## src/rtl/tdm_pkg.sv

```systemverilog
package tdm_pkg;
  localparam int SLOT_BITS   = 8;
  localparam int IDX_W       = $clog2(SLOT_BITS);
  localparam int E1_SLOTS    = 32;
  localparam int T1_SLOTS    = 24;
  localparam int E1_FRAME    = E1_SLOTS * SLOT_BITS;
  localparam int T1_FRAME    = T1_SLOTS * SLOT_BITS + 1;
  localparam int POS_W       = $clog2(E1_FRAME);
  localparam int SLOT_W      = $clog2(E1_SLOTS);
  localparam int E1_ALIGN_TS = 0;
  localparam int E1_CAS_TS   = 16;
endpackage

```

## src/rtl/tdm_frame_counter.sv

```systemverilog
module tdm_frame_counter
  import tdm_pkg::*;
#(
  parameter int E1_LEN = E1_FRAME,
  parameter int T1_LEN = T1_FRAME,
  parameter int IW     = IDX_W,
  parameter int SW     = SLOT_W,
  localparam int PW    = IW + SW
) (
  input  logic          clk,
  input  logic          rst,
  input  logic          bit_en,
  input  logic          frm_start,
  input  logic          mode_t1,
  output logic [SW-1:0] slot,
  output logic [IW-1:0] bit_idx,
  output logic          is_fbit
);

  logic [PW-1:0] pos_q;
  logic [PW-1:0] cur_pos;
  logic [PW-1:0] off;
  logic          last;

  // Position of the bit presented this cycle; a frame start forces zero.
  always_comb begin
    cur_pos = frm_start ? '0 : pos_q;
    if (mode_t1) begin
      is_fbit = (cur_pos == '0);
      off     = cur_pos - PW'(1);
      last    = (cur_pos == PW'(T1_LEN - 1));
    end else begin
      is_fbit = 1'b0;
      off     = cur_pos;
      last    = (cur_pos == PW'(E1_LEN - 1));
    end
  end

  assign slot    = off[IW +: SW];
  assign bit_idx = off[IW-1:0];

  always_ff @(posedge clk) begin
    if (rst) begin
      pos_q <= '0;
    end else if (bit_en) begin
      pos_q <= last ? '0 : cur_pos + PW'(1);
    end
  end

  AST_RESTART_POS: assert property (@(posedge clk) disable iff (rst)
    (bit_en && frm_start) |=> (pos_q == PW'(1)));

  AST_T1_WRAP: assert property (@(posedge clk) disable iff (rst)
    (bit_en && !frm_start && mode_t1 && pos_q == PW'(T1_LEN - 1)) |=> (pos_q == '0));

endmodule

```

## src/rtl/tdm_slot_filter.sv

```systemverilog
module tdm_slot_filter
  import tdm_pkg::*;
#(
  parameter int NSLOT  = E1_SLOTS,
  parameter int NT1    = T1_SLOTS,
  parameter int ALIGN  = E1_ALIGN_TS,
  parameter int CAS    = E1_CAS_TS,
  localparam int SW    = $clog2(NSLOT)
) (
  input  logic             clk,
  input  logic             rst,
  input  logic             mode_t1,
  input  logic             pcm30,
  input  logic [NSLOT-1:0] slot_mask,
  input  logic [SW-1:0]    slot,
  input  logic             is_fbit,
  output logic             sel
);

  logic [NSLOT-1:0] allow;

  // One gate per timeslot; the reserved positions are fixed by generate.
  for (genvar g = 0; g < NSLOT; g++) begin : g_slot
    if (g == ALIGN) begin : g_align
      assign allow[g] = mode_t1 && slot_mask[g];
    end else if (g == CAS) begin : g_cas
      assign allow[g] = slot_mask[g] && (mode_t1 || !pcm30);
    end else if (g >= NT1) begin : g_e1_only
      assign allow[g] = slot_mask[g] && !mode_t1;
    end else begin : g_plain
      assign allow[g] = slot_mask[g];
    end
  end

  assign sel = !is_fbit && allow[slot];

  AST_E1_TS0_BLOCKED: assert property (@(posedge clk) disable iff (rst)
    (!mode_t1 && slot == SW'(ALIGN)) |-> !sel);

  AST_CAS_BLOCKED: assert property (@(posedge clk) disable iff (rst)
    (!mode_t1 && pcm30 && slot == SW'(CAS)) |-> !sel);

  AST_T1_HIGH_MASK: assert property (@(posedge clk) disable iff (rst)
    (mode_t1 && slot >= SW'(NT1)) |-> !sel);

  AST_FBIT_DROPPED: assert property (@(posedge clk) disable iff (rst)
    is_fbit |-> !sel);

endmodule

```

## src/rtl/tdm_byte_packer.sv

```systemverilog
module tdm_byte_packer
  import tdm_pkg::*;
#(
  parameter int BW = SLOT_BITS,
  localparam int IW = $clog2(BW)
) (
  input  logic          clk,
  input  logic          rst,
  input  logic          bit_en,
  input  logic          bit_in,
  input  logic          frm_start,
  input  logic [IW-1:0] bit_idx,
  input  logic          is_fbit,
  input  logic          sel,
  input  logic          rob,
  output logic [BW-1:0] byte_data,
  output logic          byte_valid,
  output logic          byte_sof,
  output logic          sig_bit,
  output logic          sig_valid
);

  logic [BW-2:0] sh_q;
  logic          done;
  logic          sof_pend;

  assign done = bit_en && sel && (bit_idx == IW'(BW - 1));

  // Only the first BW-1 bits are stored; the last one is taken live.
  always_ff @(posedge clk) begin
    if (rst) begin
      sh_q <= '0;
    end else if (bit_en && !is_fbit) begin
      sh_q <= {sh_q[BW-3:0], bit_in};
    end
  end

  always_ff @(posedge clk) begin
    if (rst) begin
      sof_pend <= 1'b0;
    end else if (bit_en && frm_start) begin
      sof_pend <= 1'b1;
    end else if (done) begin
      sof_pend <= 1'b0;
    end
  end

  always_ff @(posedge clk) begin
    if (rst) begin
      byte_data  <= '0;
      byte_valid <= 1'b0;
      byte_sof   <= 1'b0;
      sig_bit    <= 1'b0;
      sig_valid  <= 1'b0;
    end else begin
      byte_valid <= done;
      byte_sof   <= done && sof_pend;
      sig_valid  <= done && rob;
      if (done) begin
        byte_data <= rob ? {sh_q, 1'b0} : {sh_q, bit_in};
        if (rob) sig_bit <= bit_in;
      end
    end
  end

  AST_SOF_WITH_VALID: assert property (@(posedge clk) disable iff (rst)
    byte_sof |-> byte_valid);

  AST_SIG_WITH_BYTE: assert property (@(posedge clk) disable iff (rst)
    sig_valid |-> byte_valid);

  AST_SIG_LSB_CLEAR: assert property (@(posedge clk) disable iff (rst)
    sig_valid |-> (byte_data[0] == 1'b0));

  AST_VALID_PULSE: assert property (@(posedge clk) disable iff (rst)
    byte_valid |=> !byte_valid);

endmodule

```

## src/rtl/tdm_slot_extract.sv

```systemverilog
module tdm_slot_extract
  import tdm_pkg::*;
#(
  parameter int NSLOT = E1_SLOTS,
  parameter int BW    = SLOT_BITS
) (
  input  logic             clk,
  input  logic             rst,
  input  logic             bit_en,
  input  logic             bit_in,
  input  logic             frm_start,
  input  logic             mode_t1,
  input  logic             pcm30,
  input  logic             rate56,
  input  logic [NSLOT-1:0] slot_mask,
  output logic [BW-1:0]    byte_data,
  output logic             byte_valid,
  output logic             byte_sof,
  output logic             sig_bit,
  output logic             sig_valid
);

  localparam int IW = $clog2(BW);
  localparam int SW = $clog2(NSLOT);

  logic [SW-1:0] slot;
  logic [IW-1:0] bit_idx;
  logic          is_fbit;
  logic          sel;
  logic          rob;

  assign rob = mode_t1 && rate56;

  tdm_frame_counter #(
    .E1_LEN (NSLOT * BW),
    .T1_LEN (T1_SLOTS * BW + 1),
    .IW     (IW),
    .SW     (SW)
  ) u_cnt (
    .clk       (clk),
    .rst       (rst),
    .bit_en    (bit_en),
    .frm_start (frm_start),
    .mode_t1   (mode_t1),
    .slot      (slot),
    .bit_idx   (bit_idx),
    .is_fbit   (is_fbit)
  );

  tdm_slot_filter #(
    .NSLOT (NSLOT),
    .NT1   (T1_SLOTS),
    .ALIGN (E1_ALIGN_TS),
    .CAS   (E1_CAS_TS)
  ) u_flt (
    .clk       (clk),
    .rst       (rst),
    .mode_t1   (mode_t1),
    .pcm30     (pcm30),
    .slot_mask (slot_mask),
    .slot      (slot),
    .is_fbit   (is_fbit),
    .sel       (sel)
  );

  tdm_byte_packer #(
    .BW (BW)
  ) u_pack (
    .clk        (clk),
    .rst        (rst),
    .bit_en     (bit_en),
    .bit_in     (bit_in),
    .frm_start  (frm_start),
    .bit_idx    (bit_idx),
    .is_fbit    (is_fbit),
    .sel        (sel),
    .rob        (rob),
    .byte_data  (byte_data),
    .byte_valid (byte_valid),
    .byte_sof   (byte_sof),
    .sig_bit    (sig_bit),
    .sig_valid  (sig_valid)
  );

  AST_E1_NO_SIG: assert property (@(posedge clk) disable iff (rst)
    ($past(!mode_t1) && !mode_t1) |-> !sig_valid);

endmodule

```

## config.mk

```make
export PLATFORM = sky130hd
export DESIGN_NAME = tdm_slot_extract
export DESIGN_NICKNAME = d
export VERILOG_FILES = /design/src/rtl/tdm_pkg.sv /design/src/rtl/tdm_frame_counter.sv /design/src/rtl/tdm_slot_filter.sv /design/src/rtl/tdm_byte_packer.sv /design/src/rtl/tdm_slot_extract.sv
export SDC_FILE = /design/constraint.sdc
export NUM_CORES = 1
export LEC_CHECK = 0
export BUFFER_PORTS_ARGS = -buffer_cell sky130_fd_sc_hd__buf_4
export CAP_MARGIN = 20
export CORE_MARGIN = 4
export CORE_UTILIZATION = 45
export DETAILED_ROUTE_END_ITERATION = 8
export PLACE_DENSITY_LB_ADDON = 0.3
export REMOVE_ABC_BUFFERS = 1
export SKIP_LAST_GASP = 1
export SYNTH_ARGS = -nofsm -noshare
export SYNTH_HDL_FRONTEND = slang
export SYNTH_HIERARCHICAL = 1
export SYNTH_SLANG_ARGS = --single-unit
```

## constraint.sdc

```tcl
create_clock -name clk -period 2.99 [get_ports clk]
set_input_delay 0.598 -clock clk [delete_from_list [all_inputs] [get_ports clk]]
set_output_delay 0.598 -clock clk [all_outputs]
set_load 0.1 [all_outputs]
```

# ---- Yosys cells after proc, flatten, opt, wreduce, memory -nomap -nowiden
# Cells that the tools add are included.
dict set report word_totals {
  regBits 28
  input_bits 40
  out_inout_bits 12
  elab_cells 49
}
dict set report classes {
  addsub 2
  n_lt_le_gt_ge 1
  n_eq_ne 3
  mux 10
  reduce_logical 25
}
# op count
set op_table {}
lappend op_table {{8-bit 2-to-1 mux} 3}
lappend op_table {{1-bit logical AND} 18}
lappend op_table {{8-bit == test (second input constant)} 2}
lappend op_table {{8-bit by 1-bit adder with 8-bit output (second input constant)} 1}
lappend op_table {{8-bit logical NOT} 1}
lappend op_table {{8-bit by 1-bit subtractor with 8-bit output (second input constant)} 1}
lappend op_table {{5-bit by 6-bit less-than comparator with 1-bit output (second input constant)} 1}
lappend op_table {{1-bit 2-to-1 mux} 6}
lappend op_table {{1-bit binary-select mux with 5-bit select} 1}
lappend op_table {{3-bit == test (second input constant)} 1}
lappend op_table {{1-bit logical NOT} 3}
lappend op_table {{2-bit AND reduction} 1}
lappend op_table {{2-bit nonzero test} 1}
lappend op_table {{1-bit logical OR} 1}

# ---- Depth between registers and ports, before layout
dict set report logic_depth {
  ltp_word 10
  depth_mapped 16
  ltp_nobuf 13
}

# ---- Modules after synthesis
# Netlist, hierarchy kept.
# mod instances cells_per_inst area_per_inst_um2 seq_area_each_um2
set by_module_without_submodules {}
lappend by_module_without_submodules {tdm_frame_counter 1 114 813.3 160.2}
lappend by_module_without_submodules {tdm_byte_packer 1 79 748.2 400.4}
lappend by_module_without_submodules {tdm_slot_filter 1 30 330.3 0.0}
lappend by_module_without_submodules {tdm_slot_extract 1 1 6.3 0.0}

# ---- Least setup slack after synthesis
# OpenSTA, ideal clock, no wires.
dict set report synth_timing {
  kind {input to register}
  startpoint {input port frm_start}
  endpoint {register u_pack.byte_data[0]}
  setup_time_ps 71
  arrival_time_ps 2973
  t_required_ps 2919
  path_slack_ps -54
  path_stages 15
  n_path_buf 3
  path_cell_list {clkbuf_2 inv_1 nand2_1 ha_1 nand2_1 o311ai_0 o21ai_0 buf_1 a221o_1 a211o_1 a31oi_1 and3_1 buf_6 nand4b_1 a21oi_1}
}
dict set report synth_via {
  elab_chain_len 8
  elab_cells_between_ends 12
  classes_between {add/sub (1); eq/ne (1); mux (5); reduce/logical (5)}
}
# element line
set synth_rtl {}
lappend synth_rtl {{from (decl)} tdm_slot_extract.sv:11} ;# input logic frm_start,
lappend synth_rtl {{8-bit 2-to-1 mux *} tdm_frame_counter.sv:27} ;# cur_pos = frm_start ? '0 : pos_q;
lappend synth_rtl {{8-bit by 1-bit subtractor with 8-bit output} tdm_frame_counter.sv:30} ;# off = cur_pos - PW'(1);
lappend synth_rtl {{8-bit 2-to-1 mux *} tdm_frame_counter.sv:28} ;# if (mode_t1) begin
lappend synth_rtl {{net slot[1]} tdm_slot_extract.sv:26} ;# logic [SW-1:0] slot;
lappend synth_rtl {{1-bit binary-select mux with 5-bit select *} tdm_slot_filter.sv:35} ;# assign sel = !is_fbit && allow[slot];
lappend synth_rtl {{1-bit 2-to-1 mux (not written as such) *} tdm_slot_filter.sv:35}
lappend synth_rtl {{1-bit logical AND *} tdm_slot_filter.sv:35}
lappend synth_rtl {{net sel} tdm_slot_extract.sv:29} ;# logic sel;
lappend synth_rtl {{1-bit logical AND * (2 in a row)} tdm_byte_packer.sv:27} ;# assign done = bit_en && sel && (bit_idx == IW'(BW - 1));
lappend synth_rtl {{to (signal assigned)} tdm_byte_packer.sv:60} ;# byte_data <= rob ? {sh_q, 1'b0} : {sh_q, bit_in};
lappend synth_rtl {{to (decl)} tdm_byte_packer.sv:16} ;# output logic [BW-1:0] byte_data,
# The timed path passes the listed nets; every way through them passes the cells marked *. The select of a mux whose other input is x is not followed.
# A chain may end at the register's enable or synchronous reset.

# ---- Worst setup path after layout
dict set report layout_timing {
  startpoint {register u_cnt.pos_q[3]}
  endpoint {register u_pack.sig_valid}
}
dict set report layout_via {
  elab_chain_len 9
  elab_cells_between_ends 12
  classes_between {add/sub (1); mux (5); reduce/logical (6)}
}
# element line
set layout_rtl {}
lappend layout_rtl {{from (decl)} tdm_frame_counter.sv:20} ;# logic [PW-1:0] pos_q;
lappend layout_rtl {{from (signal assigned)} tdm_frame_counter.sv:46} ;# pos_q <= last ? '0 : cur_pos + PW'(1);
lappend layout_rtl {{8-bit 2-to-1 mux} tdm_frame_counter.sv:27}
lappend layout_rtl {{8-bit by 1-bit subtractor with 8-bit output} tdm_frame_counter.sv:30}
lappend layout_rtl {{8-bit 2-to-1 mux} tdm_frame_counter.sv:28}
lappend layout_rtl {{net slot[2]} tdm_slot_extract.sv:26}
lappend layout_rtl {{1-bit binary-select mux with 5-bit select} tdm_slot_filter.sv:35}
lappend layout_rtl {{1-bit 2-to-1 mux (not written as such)} tdm_slot_filter.sv:35}
lappend layout_rtl {{1-bit logical AND} tdm_slot_filter.sv:35}
lappend layout_rtl {{net sel} tdm_slot_extract.sv:29}
lappend layout_rtl {{1-bit logical AND (2 in a row)} tdm_byte_packer.sv:27}
lappend layout_rtl {{1-bit logical AND} tdm_byte_packer.sv:58} ;# sig_valid <= done && rob;
lappend layout_rtl {{to (signal assigned)} tdm_byte_packer.sv:58}
lappend layout_rtl {{to (decl)} tdm_byte_packer.sv:20} ;# output logic sig_valid
# The timed path passes the listed nets, and every way through them passes these cells. The select of a mux whose other input is x is not followed.

==> metrics.cfg <==
[timing]
finalCriticalPeriod_ns = 2.87
fmax_ghz = 0.349
setup_viol = 0
slew_headroom_pct = 59.0
drv_slew = 0
finalHoldViolCount = 0
tightest_slew_ns = 0.611
rsz0062_at_grt = yes
period_share_pct = 95.9
skew_ns = 0.00554

[route]
ant_nets = 0
vias_per_cell = 5.79
drtPass1Iterations = 5
routed_wl_um = 5280
wl_per_cell_um = 15.7
num_vias = 1951
drt_iter0_drc = 106
drc = 0

[global_route]
grt_overflow_total = 0
grt_pass1_vias = 1803
grt_max_degree = 28
antenna_found_initial = 0
grt_pass1_wl_um = 8150
grtUsageTotal_pct = 18.9

[logic_synthesis]
syn_area_sq_mm = 0.00190
synth_common_cells = 28 x dfxtp_1, 20 x o21ai_0, 19 x a21oi_1, 18 x nand2_1, 18 x nor2_1
synth-edff-count = 0
seq_area_frac_synth_pct = 29.5
synthFlopType = dfxtp_1
ys_ff_latch = 28
async_reset_ff_share_pct = 0
postSynthCellCount = 224
netlist.area_leader.share_pct = 29.5
synthTopCellsByArea = dfxtp_1 30%, mux4_1 8.3%, mux2i_1 6.9%
ys_warn_count = 6
synth_top_cell_by_area = dfxtp_1
synth_cell_types = 49
synth_most_common_cell = dfxtp_1
syn_avg_cell_area_sq_um = 8.47

[worst_hold_path]
hold_depth = 2
min_to = u_pack/byte_data[1]$_SDFFE_PP0P_
min_path_type = reg -> reg
worstHoldStart = u_pack/byte_data[1]$_SDFFE_PP0P_

[placement]
gp_congestion = 0.869
hpwl_um = 3700
placed_area_sq_mm = 0.00237
io_buffers = 51

[die]
die_x_um = 72.9
die_area_sq_mm = 0.00532
pin_count = 52
start_util_pct = 47.1
row_count = 23
core-area_sq_mm = 0.00403
die_y_um = 72.9

[setup_path]
required_ns = 3.18
worstSetupPathType = reg -> reg
r2r_end = u_pack/sig_valid$_SDFF_PP0_
worstSetupStartpoint = u_cnt/pos_q[3]$_SDFFE_PP0P_
ff2ff_path_depth = 12
reg2reg_from = u_cnt/pos_q[3]$_SDFFE_PP0P_
reg2reg_slack_ns = 0.12
path_max_fanout = 5
setup.worst_path.start_class = flip-flop
critPathCaptureType = flip-flop
critPathArrivalTime_ns = 3.06

[pwr]
peakVddDrop_mv = 0.363
finalPower_uw = 917
power.density_mw_per_mm2 = 358
p_leak_nw = 1.10

[clock_tree]
clock_latency_ns = 0.27
cts_hold_buf = 0
cts_max_path_buffers = 2
cts_root_buffer = clkbuf_8
clock-sinks = 28
cts.clk_slew.worst_paths_ns = 0.10
cts_tree = yes
cts_buffers = 3
htreeDepth = 1

[finish]
final-seq-area_sq_um = 568
final.fill_count = 356
diodes = 0
nets = 331
multi_input_area_sq_mm = 0.00126
drive_gt1_share_pct = 34.8
area_growth_pct = 34.9
final_area_sq_mm = 0.00256

[status]
status = complete, no violations

[flow_run]
cap_violations = 0

worst max-delay path: stages (launching register included):
cell and delay (ns):
dfxtp_4 0.38, or4_4 0.57, nor3_2 0.13, o21ai_0 0.09, nand2_1 0.13, a21oi_1 0.05
a221o_1 0.31, a211o_1 0.33, a31oi_4 0.20, and3_4 0.23, buf_4 0.11, nand2_4 0.05
nor3b_1 0.21
routing by layer:
metal / GRT usage [%] / routed length (um) / share of wire, % / up-vias
li1: - / - / - / 948
met1: 23.8 / 2220 / 42 / 930
met2: 33.1 / 2720 / 51 / 63
met3: 3.58 / 286 / 5.4 / 10
met4: 4.71 / 57 / 1.1 / 0
met5: 0 / 0 / 0 / -
placed cells by master (no fill, tap or decap), types with 3 or more instances in the layout:
cell	instances
nand2_1	18
o21ai_0	17
o21ai_1	4
a21oi_1	17
ha_1	3
nand2b_1	3
dfxtp_1	24
buf_4	74
clkbuf_8	3
nand4_1	3
nand3_1	12
dfxtp_2	3
xor2_1	3
nor2_1	18
nor3_1	5
a31oi_1	4
o31ai_1	3
mux4_1	5
mux2i_1	13
inv_1	7
nor2b_1	4
kinds of logic (layout without fill, tap and decap cells):
family	count (synthesis)	in the layout	share of synthesized area [%]
multiplexers	19	19	15.2
AO/OA/AOI/OAI	60	60	18.7
adder cells (fa/ha/maj)	3	3	1.98
AND/OR/NAND/NOR	85	86	24.6
buffers and inverters	25	87	8.24
flip-flops	28	28	29.5
XOR/XNOR	4	4	1.85
where the power goes:
part,switching (mW),internal [mW],total [mW],leakage (nW)
Sequential,0.00860,0.377,0.386,0.228
Combinational,0.114,0.122,0.236,0.837
Clock,0.116,0.179,0.295,0.0357
Total,0.239,0.678,0.917,1.10
timing repair:
item | in CTS | in global routing
gates resized for setup | 0 | 25
buffers inserted | 0 | 3
endpoints found under the setup margin | 0 | 13
sequential cells by signal (all words and copies together), names as in the netlist:
name	count
u_pack/sig_bit	1
u_pack/sig_valid	1
u_pack/sof_pend	1
u_cnt/pos_q	8
u_pack/byte_sof	1
u_pack/byte_valid	1
u_pack/byte_data	8
u_pack/sh_q	7
worst max path at each step:
stage,end,cells after the start,slack [ns]
after floorplan,u_pack/byte_data[0]$_SDFFE_PP0P_,10,-0.40
after global placement,u_pack/byte_data[2]$_SDFFE_PP0P_,13,-0.06
after detailed placement,u_pack/byte_data[3]$_SDFFE_PP0P_,14,-0.12
after CTS,u_pack/byte_data[3]$_SDFFE_PP0P_,12,0.12
after global routing,u_pack/byte_data[1]$_SDFFE_PP0P_,12,-0.03
final,u_pack/sig_valid$_SDFF_PP0_,12,0.12
area by class of cell:
cell class	instances	area share, %
repair buffers	76	22.3
clock inverters	1	1.17
flip-flops and latches	28	22.2
inverters	7	1.03
well taps	50	2.44
clock buffers	3	1.61
multi-input cells	172	49.2
stage by stage:
| stage | setup slack [ns] | hold slack [ns] | cells | utilization (%) | setup TNS [ns] |
|---|---|---|---|---|---|
| 2_1_floorplan | -0.400 | 0.437 | 206 | - | -4.66 |
| 3_3_place_gp | -0.0621 | 0.458 | 328 | 58.9 | -0.508 |
| 3_5_place_dp | -0.120 | 0.463 | 328 | 58.9 | -0.918 |
| 4_1_cts | 0.122 | 0.478 | 332 | 60.6 | 0 |
| 5_1_grt | -0.0261 | 0.488 | 337 | 63.5 | -0.0893 |
| 6_report | 0.124 | 0.480 | 337 | 63.5 | 0 |
Power figures use the tool's default switching activity.
